<file path="src/rtl/frz_filter_pkg.sv">
package frz_filter_pkg;

  typedef enum logic [1:0] {
    KIND_LOAD  = 2'd0,
    KIND_STORE = 2'd1,
    KIND_MSI   = 2'd2,
    KIND_RSVD  = 2'd3
  } txKind_e;

  // Control-to-datapath strobes, one per accepted transaction.
  typedef struct packed {
    logic fwdEn;  // forward the beat unchanged
    logic cplEn;  // answer a blocked load with all ones
  } gateStrobes_t;

endpackage

</file>
<file path="src/rtl/frz_ctrl.sv">
module frz_ctrl
  import frz_filter_pkg::*;
#(
  parameter int NUM_DOM = 256,
  localparam int DOM_W = $clog2(NUM_DOM)
) (
  input  logic             clk,
  input  logic             rstN,
  input  logic             frzValid,
  input  logic [DOM_W-1:0] frzDomain,
  input  logic             clrValid,
  input  logic [DOM_W-1:0] clrDomain,
  input  logic             clrMmio,
  input  logic             clrDma,
  input  logic             txValid,
  input  txKind_e          txKind,
  input  logic             txInbound,
  input  logic [DOM_W-1:0] txDomain,
  input  logic [DOM_W-1:0] stsDomain,
  output logic             stsMmio,
  output logic             stsDma,
  output logic             frzPulse,
  output gateStrobes_t     strobes
);

  logic [NUM_DOM-1:0] mmioFrz;
  logic [NUM_DOM-1:0] dmaFrz;

  // One pair of flags per domain; a freeze overrides a same-cycle clear.
  for (genvar d = 0; d < NUM_DOM; d++) begin : g_dom
    logic frzHit;
    logic clrHit;
    assign frzHit = frzValid && (frzDomain == DOM_W'(d));
    assign clrHit = clrValid && (clrDomain == DOM_W'(d));

    always_ff @(posedge clk or negedge rstN) begin
      if (!rstN) begin
        mmioFrz[d] <= 1'b0;
        dmaFrz[d]  <= 1'b0;
      end else if (frzHit) begin
        mmioFrz[d] <= 1'b1;
        dmaFrz[d]  <= 1'b1;
      end else if (clrHit) begin
        if (clrMmio) mmioFrz[d] <= 1'b0;
        if (clrDma)  dmaFrz[d]  <= 1'b0;
      end
    end
  end

  // A freeze is new unless both flags of the domain are already set.
  always_ff @(posedge clk or negedge rstN) begin
    if (!rstN) frzPulse <= 1'b0;
    else       frzPulse <= frzValid && !(mmioFrz[frzDomain] && dmaFrz[frzDomain]);
  end

  assign stsMmio = mmioFrz[stsDomain];
  assign stsDma  = dmaFrz[stsDomain];

  // MSIs and inbound traffic follow the DMA flag; outbound MMIO follows the MMIO flag.
  logic useDma;
  logic blocked;
  assign useDma  = txInbound || (txKind == KIND_MSI);
  assign blocked = useDma ? dmaFrz[txDomain] : mmioFrz[txDomain];

  always_comb begin
    strobes.fwdEn = txValid && !blocked;
    strobes.cplEn = txValid && blocked && (txKind == KIND_LOAD);
  end

  p_freeze_both_r2: assert property (@(posedge clk) disable iff (!rstN)
    frzValid |=> (mmioFrz[$past(frzDomain)] && dmaFrz[$past(frzDomain)]));

  p_freeze_wins_r4: assert property (@(posedge clk) disable iff (!rstN)
    (frzValid && clrValid && frzDomain == clrDomain) |=>
      (mmioFrz[$past(clrDomain)] && dmaFrz[$past(clrDomain)]));

  p_clear_keeps_dma_r3: assert property (@(posedge clk) disable iff (!rstN)
    (clrValid && clrMmio && !clrDma && !frzValid) |=>
      (dmaFrz[$past(clrDomain)] == $past(dmaFrz[clrDomain])));

  p_clear_keeps_mmio_r3: assert property (@(posedge clk) disable iff (!rstN)
    (clrValid && clrDma && !clrMmio && !frzValid) |=>
      (mmioFrz[$past(clrDomain)] == $past(mmioFrz[clrDomain])));

  p_pulse_cause_r9: assert property (@(posedge clk) disable iff (!rstN)
    frzPulse |-> $past(frzValid));

endmodule

</file>
<file path="src/rtl/frz_dp.sv">
module frz_dp
  import frz_filter_pkg::*;
#(
  parameter int DOM_W  = 8,
  parameter int DATA_W = 32
) (
  input  logic              clk,
  input  logic              rstN,
  input  gateStrobes_t      strobes,
  input  logic [1:0]        txKind,
  input  logic              txInbound,
  input  logic [DOM_W-1:0]  txDomain,
  input  logic [DATA_W-1:0] txData,
  output logic              fwdValid,
  output logic [1:0]        fwdKind,
  output logic              fwdInbound,
  output logic [DOM_W-1:0]  fwdDomain,
  output logic [DATA_W-1:0] fwdData,
  output logic              cplValid,
  output logic [DOM_W-1:0]  cplDomain,
  output logic [DATA_W-1:0] cplData
);

  always_ff @(posedge clk or negedge rstN) begin
    if (!rstN) begin
      fwdValid   <= 1'b0;
      fwdKind    <= '0;
      fwdInbound <= 1'b0;
      fwdDomain  <= '0;
      fwdData    <= '0;
    end else begin
      fwdValid <= strobes.fwdEn;
      if (strobes.fwdEn) begin
        fwdKind    <= txKind;
        fwdInbound <= txInbound;
        fwdDomain  <= txDomain;
        fwdData    <= txData;
      end
    end
  end

  always_ff @(posedge clk or negedge rstN) begin
    if (!rstN) begin
      cplValid  <= 1'b0;
      cplDomain <= '0;
      cplData   <= '0;
    end else begin
      cplValid <= strobes.cplEn;
      if (strobes.cplEn) begin
        cplDomain <= txDomain;
        cplData   <= '1;
      end
    end
  end

  p_one_result_r6: assert property (@(posedge clk) disable iff (!rstN)
    !(fwdValid && cplValid));

endmodule

</file>
<file path="src/rtl/frz_filter.sv">
module frz_filter
  import frz_filter_pkg::*;
#(
  parameter int NUM_DOM = 256,
  parameter int DATA_W  = 32,
  localparam int DOM_W  = $clog2(NUM_DOM)
) (
  input  logic              clk,
  input  logic              rstN,
  input  logic              frzValid,
  input  logic [DOM_W-1:0]  frzDomain,
  input  logic              clrValid,
  input  logic [DOM_W-1:0]  clrDomain,
  input  logic              clrMmio,
  input  logic              clrDma,
  input  logic              txValid,
  input  logic [1:0]        txKind,
  input  logic              txInbound,
  input  logic [DOM_W-1:0]  txDomain,
  input  logic [DATA_W-1:0] txData,
  input  logic [DOM_W-1:0]  stsDomain,
  output logic              stsMmio,
  output logic              stsDma,
  output logic              frzPulse,
  output logic              fwdValid,
  output logic [1:0]        fwdKind,
  output logic              fwdInbound,
  output logic [DOM_W-1:0]  fwdDomain,
  output logic [DATA_W-1:0] fwdData,
  output logic              cplValid,
  output logic [DOM_W-1:0]  cplDomain,
  output logic [DATA_W-1:0] cplData
);

  gateStrobes_t strobes;

  frz_ctrl #(.NUM_DOM(NUM_DOM)) u_ctrl (
    .clk(clk), .rstN(rstN),
    .frzValid(frzValid), .frzDomain(frzDomain),
    .clrValid(clrValid), .clrDomain(clrDomain),
    .clrMmio(clrMmio), .clrDma(clrDma),
    .txValid(txValid), .txKind(txKind_e'(txKind)),
    .txInbound(txInbound), .txDomain(txDomain),
    .stsDomain(stsDomain), .stsMmio(stsMmio), .stsDma(stsDma),
    .frzPulse(frzPulse), .strobes(strobes)
  );

  frz_dp #(.DOM_W(DOM_W), .DATA_W(DATA_W)) u_dp (
    .clk(clk), .rstN(rstN), .strobes(strobes),
    .txKind(txKind), .txInbound(txInbound),
    .txDomain(txDomain), .txData(txData),
    .fwdValid(fwdValid), .fwdKind(fwdKind), .fwdInbound(fwdInbound),
    .fwdDomain(fwdDomain), .fwdData(fwdData),
    .cplValid(cplValid), .cplDomain(cplDomain), .cplData(cplData)
  );

  p_fwd_copy_r8: assert property (@(posedge clk) disable iff (!rstN)
    fwdValid |-> ($past(txValid) && fwdData == $past(txData) &&
                  fwdDomain == $past(txDomain) && fwdKind == $past(txKind)));

  p_cpl_load_ones_r7: assert property (@(posedge clk) disable iff (!rstN)
    cplValid |-> ($past(txValid) && $past(txKind) == KIND_LOAD &&
                  (&cplData) && cplDomain == $past(txDomain)));

endmodule

</file>
<file path="config.mk">
export PLATFORM = sky130hd
export DESIGN_NAME = frz_filter
export DESIGN_NICKNAME = d
export VERILOG_FILES = /design/src/rtl/frz_filter_pkg.sv /design/src/rtl/frz_ctrl.sv /design/src/rtl/frz_dp.sv /design/src/rtl/frz_filter.sv
export SDC_FILE = /design/constraint.sdc
export NUM_CORES = 2
export LEC_CHECK = 0
export BUFFER_PORTS_ARGS = -buffer_cell sky130_fd_sc_hd__buf_2
export CORE_MARGIN = 4
export CORE_UTILIZATION = 30
export DETAILED_ROUTE_END_ITERATION = 6
export PLACE_DENSITY = 0.48
export SLEW_MARGIN = 20
export SYNTH_ARGS = -nofsm -noshare
export SYNTH_HDL_FRONTEND = slang
export SYNTH_SLANG_ARGS = --single-unit
export TNS_END_PERCENT = 20
</file>
<file path="constraint.sdc">
create_clock -name clk -period 4.5 [get_ports clk]
set_input_delay 0.9 -clock clk [delete_from_list [all_inputs] [get_ports clk]]
set_output_delay 0.9 -clock clk [all_outputs]
set_load 0.05 [all_outputs]
</file>
# Word-level counts from Yosys, hierarchy flattened
# Index checks and enable logic that the tools add are counted.
# totals
reg_bits	567
latch_bits	0
ram_bits	0
rom_bits	0
inputBits	74
memories	0
# op_classes
add_sub_neg	0
mul	0
div_mod_pow	0
order_cmp	3
n_eq_ne	511
n_shift	0
muxes	1039
bitwise_logic	0
n_reduce_logical	1803
# op_table
operator	count
$eq A8 B8 Y1 const B	256
$reduce_bool A2 Y1	768
$mux W1	1033
$eq A8 B7 Y1 const B	128
$reduce_and A2 Y1	512
$logic_and A1 B1 Y1	517
$eq A8 B6 Y1 const B	64
$eq A8 B5 Y1 const B	32
$eq A8 B4 Y1 const B	16
$eq A8 B3 Y1 const B	8
$bmux W1 S8	6
$eq A8 B2 Y1 const B	4
$lt A8 B9 Y1 const B	3
$eq A8 B1 Y1 const B	2
$logic_not A8 Y1	2
$eq A2 B2 Y1 const B	1
$logic_not A1 Y1	2
$logic_not A2 Y1	1
$logic_or A1 B1 Y1	1

# Logic depth before layout (Yosys ltp)
# depth
word_depth	5
depth_mapped	15
mapped_depth_nobuf	9

# Hierarchy
# A second synthesis with hierarchy kept.
# unflattened
cells_unflattened	2836
hier_area_um2	34066.4
# by_module_without_submodules
module	n_inst	cells_per_inst	area_each_um2	seq_area_each_um2
frz_ctrl	1	2693	31655.4	12837.3
frz_dp	1	143	2411.1	1351.3

# Worst setup path before layout
# Ideal clock, no wire load.
# synth_timing
kind	in2out
startpoint	input port stsDomain[0]
endpoint	output port stsDma
t_arrival_ps	3778
required_time_ps	3600
path_slack_ps	-178
path_stages	6
path_cell_list	clkbuf_1 -> clkbuf_1 -> mux4_2 -> mux4_2 -> mux4_2 -> mux4_2
# synth_between
elab_chain_len	2
# synth_rtl
element	line_no	text
start, declared	frz_filter.sv:21	input logic [DOM_W-1:0] stsDomain,
$bmux W1 S8	frz_ctrl.sv:57	assign stsDma = dmaFrz[stsDomain];
$mux W1 (implied by the code)	frz_ctrl.sv:57	
end, declared	frz_filter.sv:23	output logic stsDma,
# No other way between the ends. The select of a mux whose other input is x is not followed.

# Worst setup path after layout
# layout_timing
startpoint	input port stsDomain[0]
endpoint	output port stsMmio
# layout_between
elab_chain_len	2
# layout_rtl
element	line_no	text
$bmux W1 S8	frz_ctrl.sv:56	assign stsMmio = mmioFrz[stsDomain];
$mux W1 (implied by the code)	frz_ctrl.sv:56	
end, declared	frz_filter.sv:22	output logic stsMmio,
# No other way between the ends. The select of a mux whose other input is x is not followed.

==> out/summary.log <==
INFO  outcome        failed_checks=DRC, setup timing
INFO  sta            final_number_of_max_transition_violations=0
INFO  placement      buffer_ports.inserted=161
INFO  critical_path  number_of_cells_on_the_worst_reg_to_reg_path=10
INFO  outcome        status=finished, violations left
INFO  sta            grt_setup_unrepaired=true
INFO  route          drt.antenna.violating_nets=0
INFO  critical_path  crit_path_start_kind=input port
INFO  sta            setup_tns=-0.06295ns
INFO  route          route.detailed.vias_per_inst=6.517
INFO  placement      placement_cell_area=37690µm²
INFO  clocking       clockRootBuffer=sky130_fd_sc_hd__clkbuf_16
INFO  grt            vias_in_the_first_global_route=29.09k
INFO  sta            min_period=4.535ns
INFO  clocking       htreeDepth=3
INFO  synthesis      synth-async-reset-ratio=100.0%
INFO  route          detail_route.drc_violations=1
INFO  route          route.vias.total=29.70k
INFO  route          detail_route.iter0.violations=3902
INFO  critical_path  critical_path_class=in -> out
INFO  floorplanning  num_io_pins=162
INFO  min_path       worst_min_path_class=in -> async
INFO  synthesis      yosys.cell_types.count=63
INFO  floorplanning  floorplan.die_area=120300µm²
INFO  clocking       worst_skew_pair.late_latency=0.65ns
INFO  synthesis      synth-edff-count=0
INFO  final_layout   layout-drive-gt1-share=33.77%
INFO  critical_path  cp.arrival=3.63ns
INFO  clocking       maximum_count_of_clock_buffers_along_a_single_path=3
INFO  grt            grt_max_degree=82
INFO  floorplanning  core=114200µm²
INFO  final_layout   finish.instance_area=40530µm²
INFO  power          total_leakage_power=0.01602µW
INFO  sta            slew_headroom=25.84%
INFO  sta            finalSetupViolations=2
INFO  sta            hold_violation_count_in_the_final_report=0
INFO  synthesis      synthTopCellsByArea=sky130_fd_sc_hd__dfrtp_1 41%, sky130_fd_sc_hd__mux4_2 28%, sky130_fd_sc_hd__o21ai_0 15%
INFO  final_layout   syn_to_final_growth=17.62%
INFO  synthesis      synthFlopType=sky130_fd_sc_hd__dfrtp_1
INFO  critical_path  cp.required=3.60ns
INFO  power          pwr_dens=390.3nW/µm²
INFO  sta            final_worst_setup_slack=-0.03498ns
INFO  synthesis      synth_fp_nets=2929
INFO  placement      place.detailed.hpwl=105000µm
INFO  critical_path  setup.worst_path.end_class=output pin
INFO  route          routed_wire_length_per_instance=35.04µm
INFO  grt            grt_remaining_overflow=0
INFO  clocking       clk_pin_slew=0.06ns
INFO  placement      gp_routability_congestion=0.9766
INFO  clocking       cts_made_buffers=70
INFO  floorplanning  initial_core_util=30.18%
INFO  synthesis      post_synth_inst_count=2855
INFO  floorplanning  rows=124
INFO  synthesis      synthesis.yosys.warnings=0
INFO  route          met2_length=71240µm
INFO  sta            fmaxAchievable=220.5MHz
INFO  route          wl=159700µm
INFO  sta            transition_time_at_the_pin_with_the_least_slew_margin=1.109ns
INFO  grt            grt_antenna_before_repair=16
INFO  synthesis      mappedNetlistArea=34460µm²
INFO  final_layout   finalNetCount=3052
INFO  floorplanning  floorplan.die.width=346.9µm
INFO  critical_path  critPathMaxFanout=7
INFO  grt            wire_length_of_the_first_global_routing_pass=228900µm
INFO  placement      dpl_worst_slack=-0.2502ns
INFO  grt            grt_resource_usage_total=26.08%
INFO  route          detail_route.first_pass.iterations=7
INFO  synthesis      most_common_cell_in_the_synthesized_netlist=sky130_fd_sc_hd__o21ai_0
INFO  critical_path  worstReg2RegStart=u_ctrl.mmioFrz[196]
INFO  power          power.ir.vdd_worst=0.2760mV
INFO  job            drv.max_cap_violation_count=0
INFO  route          drt-met1-wl=60420µm
INFO  synthesis      synth.yosys.seq_area_share=41.18%
INFO  sta            finalCritPeriodShare=100.8%
INFO  clocking       cts_tree=done
INFO  synthesis      netlist.top_cell.by_area=sky130_fd_sc_hd__dfrtp_1
INFO  critical_path  reg2reg_setup_slack=1.18ns
INFO  synthesis      synth_area_per_cell=12.07µm²
INFO  critical_path  regToRegEndpoint=u_dp.fwdData[29]
INFO  floorplanning  die_h=346.9µm
INFO  synthesis      synth-seq-cells=567
INFO  route          met3_length=18110µm
INFO  route          highest_layer=met5
INFO  clocking       cts_num_sinks=567
INFO  synthesis      synth_top_area_share=41.18%
INFO  sta            skew=0.03791ns
INFO  final_layout   finish.utilization=35.49%
INFO  synthesis      synth_common_cells=1022 x sky130_fd_sc_hd__o21ai_0, 567 x sky130_fd_sc_hd__dfrtp_1, 431 x sky130_fd_sc_hd__mux4_2
-- routing by layer --
metal	vias up	global-route usage (%)
li1	11490	-
met1	15590	33.91
met2	2141	38.99
met3	470	8.042
met4	4	14.20
met5	-	0
-- timing repair --
action | 4_1_cts | 5_1_grt
resized for setup | 24 | 4
setup buffers | 0 | 0
endpoints found under the setup margin | 2 | 2
hold buffers | 0 | 0
gates cloned | 6 | 0
-- worst max-delay path, cell delays in order --
cell and delay (ns):
sky130_fd_sc_hd__buf_16 0.16, sky130_fd_sc_hd__buf_16 0.16, sky130_fd_sc_hd__mux4_2 0.51, sky130_fd_sc_hd__mux4_2 0.57
sky130_fd_sc_hd__mux4_2 0.56, sky130_fd_sc_hd__mux4_2 0.57, sky130_fd_sc_hd__buf_8 0.19
-- layout make-up --
class,count,area [µm²]
Antenna cell,13,32.53
Clock buffer,95,2038
Clock inverter,31,496.7
Fill cell,11240,73660
Inverter,18,72.57
Multi-Input combinational cell,1940,18620
Sequential cell,567,14190
Tap cell,1512,1892
Timing Repair Buffer,381,3187
-- flip-flops by register name (all words and copies together), names as in the netlist --
signal and cells:
u_dp.fwdValid 1, u_dp.cplDomain 8, u_dp.cplValid 1, u_dp.fwdKind 2
u_dp.fwdDomain 8, u_ctrl.mmioFrz 256, u_ctrl.frzPulse 1, u_dp.fwdData 32
u_dp.cplData 1, u_dp.fwdInbound 1, u_ctrl.dmaFrz 256
-- through the flow --
stage	cells	power, µW	hold WS (ns)
final	4557	15820	0.3265
after global routing	4547	16320	0.3664
after CTS	4544	15820	0.3034
after detailed placement	4412	9454	0.4891
after global placement	4412	9428	0.4840
after floorplan	2855	8324	0.4978
-- placed cells by master (no fill, tap or decap), drive strengths merged, types with 4 or more instances in the layout --
cell / count
a211oi: 6
a21oi: 15
a221oi: 5
a22oi: 25
a311oi: 8
and2: 9
and3: 6
buf: 380
bufinv: 12
clkbuf: 96
clkinv: 14
dfrtp: 567
diode: 13
inv: 20
mux2: 60
mux2i: 52
mux4: 441
nand2: 80
nand2b: 5
nand3: 85
nand4: 23
nor2: 23
nor2b: 23
nor4: 5
o211ai: 5
o21ai: 1023
o22ai: 7
o31ai: 4
-- worst max-delay path by stage --
| stage | startpoint | endpoint | slack [ns] | cells past startpoint |
|---|---|---|---|---|
| after CTS | stsDomain[0] | stsMmio | 0.006 | 7 |
| after floorplan | stsDomain[0] | stsDma | 0.05 | 6 |
| after global routing | stsDomain[0] | stsMmio | -0.03 | 7 |
| final | stsDomain[0] | stsMmio | -0.03 | 7 |
| after global placement | stsDomain[0] | stsMmio | -0.23 | 7 |
| after detailed placement | stsDomain[0] | stsMmio | -0.25 | 7 |
-- cells by family after synthesis --
family | Yosys count | share of synthesized area [%]
AOI/OAI and AO/OA | 1118 | 17.06
DFF | 567 | 41.18
muxes | 553 | 32.82
buffers and inverters | 348 | 5.055
and+or+nand+nor | 269 | 3.889
-- power breakdown --
group          internal, µW  switching, µW
registers              5580            519
logic                  1350           2020
clock network          3870           2480
Note: power is estimated with default switching activity, not from simulation.
